==> src/rtl/sg_pkg.sv <==
package sg_pkg;
  localparam int CODE_W = 8;

  localparam logic [CODE_W-1:0] CMD_UNLOCK_A  = 8'hAA;
  localparam logic [CODE_W-1:0] CMD_UNLOCK_B  = 8'h55;
  localparam logic [CODE_W-1:0] CMD_RESET     = 8'hF0;
  localparam logic [CODE_W-1:0] CMD_EXIT_A    = 8'h90;
  localparam logic [CODE_W-1:0] CMD_EXIT_B    = 8'h00;
  localparam logic [CODE_W-1:0] CMD_ARM_PROG  = 8'hA0;
  localparam logic [CODE_W-1:0] CMD_ARM_ERASE = 8'h80;
  localparam logic [CODE_W-1:0] CMD_ERASE_GO  = 8'h30;
  localparam logic [CODE_W-1:0] DAT_SET       = 8'h00;
  localparam logic [CODE_W-1:0] DAT_CLR       = 8'h01;

  localparam logic [CODE_W-1:0] ENT_VOL     = 8'hE0;
  localparam logic [CODE_W-1:0] ENT_PERS    = 8'hC0;
  localparam logic [CODE_W-1:0] ENT_GLOCK   = 8'h50;
  localparam logic [CODE_W-1:0] ENT_LOCKREG = 8'h40;
  localparam logic [CODE_W-1:0] ENT_PASSWD  = 8'h60;

  typedef enum logic [2:0] {
    ST_READ, ST_UNLK1, ST_UNLK2, ST_MODE, ST_ARM_PROG, ST_ARM_ERASE, ST_EXIT1, ST_FAULT
  } seq_state_e;

  typedef enum logic [2:0] {
    MD_NONE, MD_VOL, MD_PERS, MD_GLOCK, MD_LOCKREG, MD_PASSWD
  } mode_e;

  typedef struct packed {
    logic set_vol;
    logic clr_vol;
    logic set_pers;
    logic clr_all;
    logic set_glock;
  } prot_act_t;

  function automatic mode_e mode_from_code(input logic [CODE_W-1:0] c);
    mode_e m;
    case (c)
      ENT_VOL:     m = MD_VOL;
      ENT_PERS:    m = MD_PERS;
      ENT_GLOCK:   m = MD_GLOCK;
      ENT_LOCKREG: m = MD_LOCKREG;
      ENT_PASSWD:  m = MD_PASSWD;
      default:     m = MD_NONE;
    endcase
    return m;
  endfunction
endpackage

==> src/rtl/sg_cmd_fsm.sv <==
module sg_cmd_fsm
  import sg_pkg::*;
#(
  parameter int ADDR_W = 12,
  parameter int CMD_AW = 11,
  parameter int SECT_W = 3
) (
  input  logic                clk,
  input  logic                rst_n,
  input  logic                wr_en,
  input  logic [ADDR_W-1:0]   wr_addr,
  input  logic [CODE_W-1:0]   wr_data,
  output seq_state_e          state_o,
  output mode_e               mode_o,
  output prot_act_t           act_o,
  output logic [SECT_W-1:0]   act_sect_o
);
  localparam logic [CMD_AW-1:0] ADR_555  = CMD_AW'('h555);
  localparam logic [CMD_AW-1:0] ADR_2AA  = CMD_AW'('h2AA);
  localparam logic [CMD_AW-1:0] ADR_ZERO = '0;

  seq_state_e state_q, state_d;
  mode_e      mode_q, mode_d;
  prot_act_t  act_d;
  logic       bad;
  mode_e      ent_mode;

  logic [CMD_AW-1:0] cmd_addr;
  logic at_555, at_2aa, at_zero;

  assign cmd_addr   = wr_addr[CMD_AW-1:0];
  assign at_555     = (cmd_addr == ADR_555);
  assign at_2aa     = (cmd_addr == ADR_2AA);
  assign at_zero    = (cmd_addr == ADR_ZERO);
  assign ent_mode   = mode_from_code(wr_data);
  assign act_sect_o = wr_addr[ADDR_W-1 -: SECT_W];

  // next-state decode
  always_comb begin
    state_d = state_q;
    mode_d  = mode_q;
    act_d   = '0;
    bad     = 1'b0;
    if (wr_data == CMD_RESET) begin
      state_d = ST_READ;
      mode_d  = MD_NONE;
    end else begin
      case (state_q)
        ST_READ: begin
          if (at_555 && wr_data == CMD_UNLOCK_A) state_d = ST_UNLK1;
          else bad = 1'b1;
        end
        ST_UNLK1: begin
          if (at_2aa && wr_data == CMD_UNLOCK_B) state_d = ST_UNLK2;
          else bad = 1'b1;
        end
        ST_UNLK2: begin
          if (at_555 && ent_mode != MD_NONE) begin
            state_d = ST_MODE;
            mode_d  = ent_mode;
          end else bad = 1'b1;
        end
        ST_MODE: begin
          if (wr_data == CMD_EXIT_A) state_d = ST_EXIT1;
          else if (wr_data == CMD_ARM_PROG &&
                   (mode_q == MD_VOL || mode_q == MD_PERS || mode_q == MD_GLOCK))
            state_d = ST_ARM_PROG;
          else if (wr_data == CMD_ARM_ERASE && mode_q == MD_PERS)
            state_d = ST_ARM_ERASE;
          else bad = 1'b1;
        end
        ST_ARM_PROG: begin
          state_d = ST_MODE;
          if (mode_q == MD_VOL && wr_data == DAT_SET)        act_d.set_vol   = 1'b1;
          else if (mode_q == MD_VOL && wr_data == DAT_CLR)   act_d.clr_vol   = 1'b1;
          else if (mode_q == MD_PERS && wr_data == DAT_SET)  act_d.set_pers  = 1'b1;
          else if (mode_q == MD_GLOCK && wr_data == DAT_SET) act_d.set_glock = 1'b1;
          else bad = 1'b1;
        end
        ST_ARM_ERASE: begin
          if (at_zero && wr_data == CMD_ERASE_GO) begin
            state_d       = ST_MODE;
            act_d.clr_all = 1'b1;
          end else bad = 1'b1;
        end
        ST_EXIT1: begin
          if (wr_data == CMD_EXIT_B) begin
            state_d = ST_READ;
            mode_d  = MD_NONE;
          end else bad = 1'b1;
        end
        default: bad = 1'b1;
      endcase
      if (bad) begin
        state_d = ST_FAULT;
        mode_d  = MD_NONE;
        act_d   = '0;
      end
    end
  end

  // state register, enabled by the write strobe
  always_ff @(posedge clk or negedge rst_n) begin
    if (!rst_n) begin
      state_q <= ST_READ;
      mode_q  <= MD_NONE;
    end else if (wr_en) begin
      state_q <= state_d;
      mode_q  <= mode_d;
    end
  end

  assign state_o = state_q;
  assign mode_o  = mode_q;
  assign act_o   = wr_en ? act_d : '0;

  AST_FAULT_HOLD: assert property (@(posedge clk) disable iff (!rst_n)
    (state_q == ST_FAULT && !(wr_en && wr_data == CMD_RESET)) |=> (state_q == ST_FAULT));
  AST_RESET_CMD: assert property (@(posedge clk) disable iff (!rst_n)
    (wr_en && wr_data == CMD_RESET) |=> (state_q == ST_READ && mode_q == MD_NONE));
  AST_ACT_BACK_IN_MODE: assert property (@(posedge clk) disable iff (!rst_n)
    (act_o != '0) |=> (state_q == ST_MODE));
  AST_READ_NO_MODE: assert property (@(posedge clk) disable iff (!rst_n)
    (state_q == ST_READ) |-> (mode_q == MD_NONE));
endmodule

==> src/rtl/sg_prot_bank.sv <==
module sg_prot_bank
  import sg_pkg::*;
#(
  parameter int NUM_SECT = 8,
  parameter int SECT_W   = 3
) (
  input  logic                clk,
  input  logic                rst_n,
  input  logic                accel_i,
  input  prot_act_t           act_i,
  input  logic [SECT_W-1:0]   sect_i,
  output logic [NUM_SECT-1:0] vol_o,
  output logic [NUM_SECT-1:0] pers_o,
  output logic                glock_o,
  output logic [NUM_SECT-1:0] prot_o
);
  logic [NUM_SECT-1:0] vol_q, pers_q;
  logic [NUM_SECT-1:0] vol_en, vol_nx, pers_en, pers_nx;
  logic                glock_q;

  for (genvar g = 0; g < NUM_SECT; g++) begin : g_sect
    logic sel;
    assign sel        = (sect_i == SECT_W'(g));
    assign vol_en[g]  = sel && ((act_i.set_vol && accel_i) || act_i.clr_vol);
    assign vol_nx[g]  = act_i.set_vol;
    assign pers_en[g] = !glock_q &&
                        (act_i.clr_all || (act_i.set_pers && sel && accel_i));
    assign pers_nx[g] = !act_i.clr_all;
  end

  always_ff @(posedge clk or negedge rst_n) begin
    if (!rst_n) begin
      vol_q  <= '0;
      pers_q <= '0;
    end else begin
      for (int i = 0; i < NUM_SECT; i++) begin
        if (vol_en[i])  vol_q[i]  <= vol_nx[i];
        if (pers_en[i]) pers_q[i] <= pers_nx[i];
      end
    end
  end

  always_ff @(posedge clk or negedge rst_n) begin
    if (!rst_n)               glock_q <= 1'b0;
    else if (act_i.set_glock) glock_q <= 1'b1;
  end

  assign vol_o   = vol_q;
  assign pers_o  = pers_q;
  assign glock_o = glock_q;
  assign prot_o  = vol_q | pers_q;

  AST_GLOCK_STICKY: assert property (@(posedge clk) disable iff (!rst_n)
    glock_q |=> glock_q);
  AST_PERS_FROZEN: assert property (@(posedge clk) disable iff (!rst_n)
    glock_q |=> $stable(pers_q));
  AST_VOL_NO_SET_NOACCEL: assert property (@(posedge clk) disable iff (!rst_n)
    !accel_i |=> ((vol_q & ~$past(vol_q)) == '0));
  AST_PERS_NO_SET_NOACCEL: assert property (@(posedge clk) disable iff (!rst_n)
    !accel_i |=> ((pers_q & ~$past(pers_q)) == '0));
endmodule

==> src/rtl/sg_status_port.sv <==
module sg_status_port
  import sg_pkg::*;
#(
  parameter int NUM_SECT = 8,
  parameter int SECT_W   = 3
) (
  input  logic                clk,
  input  logic                rst_n,
  input  logic                rd_en,
  input  logic [SECT_W-1:0]   rd_sector,
  input  seq_state_e          state_i,
  input  mode_e               mode_i,
  input  logic [NUM_SECT-1:0] vol_i,
  input  logic [NUM_SECT-1:0] pers_i,
  input  logic                glock_i,
  output logic [CODE_W-1:0]   rd_data
);
  logic              vbit, pbit;
  logic [CODE_W-1:0] rd_d, rd_q;

  always_comb begin
    vbit = 1'b0;
    pbit = 1'b0;
    for (int i = 0; i < NUM_SECT; i++) begin
      if (rd_sector == SECT_W'(i)) begin
        vbit = vol_i[i];
        pbit = pers_i[i];
      end
    end
    rd_d = '0;
    if (state_i == ST_MODE) begin
      case (mode_i)
        MD_VOL:   rd_d[0] = ~vbit;
        MD_PERS:  rd_d[0] = ~pbit;
        MD_GLOCK: rd_d[0] = ~glock_i;
        default:  rd_d    = '0;
      endcase
    end
  end

  always_ff @(posedge clk or negedge rst_n) begin
    if (!rst_n)     rd_q <= '0;
    else if (rd_en) rd_q <= rd_d;
  end

  assign rd_data = rd_q;

  AST_RD_IDLE_ZERO: assert property (@(posedge clk) disable iff (!rst_n)
    (rd_en && state_i != ST_MODE) |=> (rd_data == '0));
  AST_RD_HOLD: assert property (@(posedge clk) disable iff (!rst_n)
    !rd_en |=> $stable(rd_data));
endmodule

==> src/rtl/sector_guard_decoder.sv <==
module sector_guard_decoder
  import sg_pkg::*;
#(
  parameter  int NUM_SECT = 8,
  parameter  int ADDR_W   = 12,
  parameter  int CMD_AW   = 11,
  localparam int SECT_W   = (NUM_SECT > 1) ? $clog2(NUM_SECT) : 1
) (
  input  logic                clk,
  input  logic                rst_n,
  input  logic                accel,
  input  logic                wr_en,
  input  logic [ADDR_W-1:0]   wr_addr,
  input  logic [7:0]          wr_data,
  input  logic                rd_en,
  input  logic [SECT_W-1:0]   rd_sector,
  output logic [7:0]          rd_data,
  output logic [NUM_SECT-1:0] sector_protected,
  output logic                seq_fault
);
  logic rst_meta, rst_sync;

  // asynchronous assert, synchronous release
  always_ff @(posedge clk or negedge rst_n) begin
    if (!rst_n) begin
      rst_meta <= 1'b0;
      rst_sync <= 1'b0;
    end else begin
      rst_meta <= 1'b1;
      rst_sync <= rst_meta;
    end
  end

  seq_state_e          state;
  mode_e               mode;
  prot_act_t           act;
  logic [SECT_W-1:0]   act_sect;
  logic [NUM_SECT-1:0] vol, pers;
  logic                glock;

  sg_cmd_fsm #(.ADDR_W(ADDR_W), .CMD_AW(CMD_AW), .SECT_W(SECT_W)) u_fsm (
    .clk(clk), .rst_n(rst_sync), .wr_en(wr_en), .wr_addr(wr_addr), .wr_data(wr_data),
    .state_o(state), .mode_o(mode), .act_o(act), .act_sect_o(act_sect)
  );

  sg_prot_bank #(.NUM_SECT(NUM_SECT), .SECT_W(SECT_W)) u_bank (
    .clk(clk), .rst_n(rst_sync), .accel_i(accel), .act_i(act), .sect_i(act_sect),
    .vol_o(vol), .pers_o(pers), .glock_o(glock), .prot_o(sector_protected)
  );

  sg_status_port #(.NUM_SECT(NUM_SECT), .SECT_W(SECT_W)) u_stat (
    .clk(clk), .rst_n(rst_sync), .rd_en(rd_en), .rd_sector(rd_sector),
    .state_i(state), .mode_i(mode), .vol_i(vol), .pers_i(pers), .glock_i(glock),
    .rd_data(rd_data)
  );

  assign seq_fault = (state == ST_FAULT);
endmodule

==> config.mk <==
export PLATFORM = sky130hd
export DESIGN_NAME = sector_guard_decoder
export DESIGN_NICKNAME = d
export VERILOG_FILES = /design/src/rtl/sg_pkg.sv /design/src/rtl/sg_cmd_fsm.sv /design/src/rtl/sg_prot_bank.sv /design/src/rtl/sg_status_port.sv /design/src/rtl/sector_guard_decoder.sv
export SDC_FILE = /design/constraint.sdc
export NUM_CORES = 1
export LEC_CHECK = 0
export BUFFER_PORTS_ARGS = -buffer_cell sky130_fd_sc_hd__buf_2
export CAP_MARGIN = 25
export CORE_MARGIN = 2
export CORE_UTILIZATION = 36
export DETAILED_ROUTE_END_ITERATION = 12
export HOLD_SLACK_MARGIN = 0.05
export PLACE_DENSITY = 0.63
export SLEW_MARGIN = 10
export SYNTH_ARGS = -nofsm -noshare
export SYNTH_HDL_FRONTEND = slang
export SYNTH_SLANG_ARGS = --single-unit
==> constraint.sdc <==
create_clock -name clk -period 2.92 [get_ports clk]
set_clock_uncertainty 0.2 [all_clocks]
set_input_delay 0.292 -clock clk [delete_from_list [all_inputs] [get_ports clk]]
set_output_delay 0.292 -clock clk [all_outputs]
set_load 0.05 [all_outputs]
==> metrics.cfg <==
[detailed_routing]
wl_um=4780
viasPerCell=5.470
antenna_left=0
drtPass1Iterations=4
wl_per_cell_um=15.27
num_vias=1712
first_iter_violations=129
drc=0

[clocking]
clock_latency_ps=270
post-cts-setup-buffers=0
h-tree-depth=1
clockBufferDepth=2
cts_tree=built
numClockSinks=26
clk_pin_slew_ps=100
cts_buffers=3
clockRootBuffer=clkbuf_8

[power]
seq_power_share_pct=39.8
p_comb_share_pct=30.4
power_frac_clock_pct=29.9
p_int_uw=667.4
peakVddDrop_mv=0.2333
p_sw_share_pct=33.36
p_leak_uw=0.001028
cellPowerDensity_nw_per_um2=436.2
switchingPower_uw=334.2

[die]
std_cell_rows=26
start_util_pct=37.63
die_y_um=77.30
die_w_um=77.30
dieArea_um2=5975
ios=45
core_area_um2=5140

[critical_path]
rr_startpoint=u_fsm.mode_o[1]
r2r_end=u_bank.vol_o[1]
start_kind=flip-flop
path_class=reg -> reg
cp_max_fo=9
end_kind=flip-flop
cp_data_arrival_time_ps=2260
required_ps=2890
rrSetupSlack_ps=630
ff2ff_path_depth=5

[synth]
synth_cell_types=56
synth-main-ff-cell=dfrtp_1
ys_warn_count=0
synthCells=202
synth-seq-cells=26
syn_area_um2=1934
yosysSeqAreaShare_pct=33.64
synth-async-reset-ratio_pct=100.0
synth_enable_flop_cells=0
syn-mean-instance-area_um2=9.576

[finish]
diodes=0
drive_above_1_share_pct=35.80
final_common_cell=buf_2
syn2layout_area_growth_pct=18.69
fillers=510
regArea_um2=650.6
final_cell_mix=buf_2 (37), dfrtp_1 (26), nor2_1 (15)
finalNetCount=272
stdcell_count=313
multiInputGateArea_um2=1179

[grt]
overflow=0
grt_use_total_pct=16.32
grt_pass1_wl_um=7997
antenna_found_initial=0
grt_pass1_vias=1613
grt_max_degree=25

[placement]
dp_hpwl_um=3699
dpl.cell_count=304
place.gp.congestion=0.9033
io_buffer_count=37

[sta]
tightestPinTransition_ps=651.0
rsz0062_at_grt=false
final_hold_viol_count=0
setup_tns_ps=0
finalCriticalPeriod_ps=2292
fin_crit_sh_pct=78.51
max-slew-margin-rel_pct=56.20
slew_violations=0
setup_viol=0
fmax_ghz=0.4362

[min_path]
hp-class=in -> async

[outcome]
status=completed

[flow_run]
maxCapViolCount=0

power groups by stage:
stage	combinational, uW	clock, uW	sequential, uW
after floorplan	236	0	392
after global placement	291	0	411
after detailed placement	288	0	411
after CTS	292	306	404
after global routing	328	319	402
final	304	299	398
stage by stage:
step	area (um2)	total power, uW	utilization (%)	hold WS, ps	worst slack (ps)
floorplan	1957	627.7	-	-203.6	793.4
global placement	2170	702.4	42.21	-120.0	578.6
detailed placement	2170	699.2	42.21	-118.1	568.6
CTS	2261	1001	43.99	122.8	618.6
global route	2296	1049	44.67	117.4	515.8
finish	2296	1002	44.67	130.2	627.6
how the worst max path moves through the flow:
stage	depth (start not counted)	end	startpoint
2_1_floorplan	6	u_bank.vol_o[1]	u_fsm.mode_o[1]
3_3_place_gp	6	u_bank.vol_o[1]	wr_data[4]
3_5_place_dp	6	u_bank.vol_o[1]	wr_data[4]
4_1_cts	5	u_bank.vol_o[1]	u_fsm.mode_o[1]
5_1_grt	5	u_bank.vol_o[1]	u_fsm.mode_o[1]
6_report	5	u_bank.vol_o[1]	u_fsm.mode_o[1]
flip-flops by register name (all words and copies together) (netlist names):
register,cells
u_bank.vol_o,8
rst_sync,1
u_bank.pers_o,8
u_fsm.state_o,3
rst_meta,1
u_bank.glock_o,1
u_fsm.mode_o,3
u_stat.rd_data,1
area by class of cell:
cell class | count | area share [%]
Multi-Input combinational cell | 160 | 51.34
Sequential cell | 26 | 28.34
Timing Repair Buffer | 49 | 12.75
Tap cell | 70 | 3.815
Clock buffer | 3 | 1.798
Clock inverter | 1 | 1.308
Inverter | 4 | 0.6540
worst max-delay path, cell delays in order (launching register included):
cell,delay (ps)
dfrtp_1,510
nor3b_2,320
nand2_1,120
or4_4,530
nor3b_2,180
mux2_2,340
per-layer routing:
layer	GRT usage (%)	share of wire, %
met1	23.62	48
met2	25.30	45
met3	2.471	6.3
met4	4.464	0.88
met5	0	0
kinds of logic after synthesis:
| logic type | count (synthesis) | synth area share (%) |
|---|---|---|
| AO/OA/AOI/OAI | 41 | 14.81 |
| XOR/XNOR | 1 | 0.4529 |
| buffers and inverters | 22 | 6.597 |
| flip-flops | 26 | 33.63 |
| multiplexers | 17 | 12.16 |
| other | 2 | 0.3882 |
| AND/OR/NAND/NOR | 93 | 31.95 |
cells in the mapped netlist (4+ instances only):
| master | instances | share of area, % |
|---|---|---|
| dfrtp_1 | 26 | 34 |
| a21oi_1 | 7 | 1.8 |
| nand4_1 | 10 | 3.2 |
| mux4_2 | 4 | 4.7 |
| nor2_1 | 15 | 2.9 |
| o21ai_0 | 8 | 2.1 |
| nor3_1 | 5 | 1.3 |
| nand3_1 | 4 | 1.0 |
| inv_1 | 4 | 0.78 |
| nor4_1 | 8 | 2.6 |
| buf_4 | 11 | 4.3 |
| nand2_1 | 8 | 1.6 |
| or2_2 | 9 | 2.9 |
| nor2b_1 | 5 | 1.6 |
| mux2i_1 | 4 | 2.1 |
| mux2_2 | 8 | 4.7 |
| clkbuf_1 | 4 | 0.78 |
repair_timing:
action | in CTS | in global routing
resized for setup | 0 | 0
hold buffers | 2 | 2
hold endpoints to repair | 3 | 9
Power figures use the tool's default switching activity.
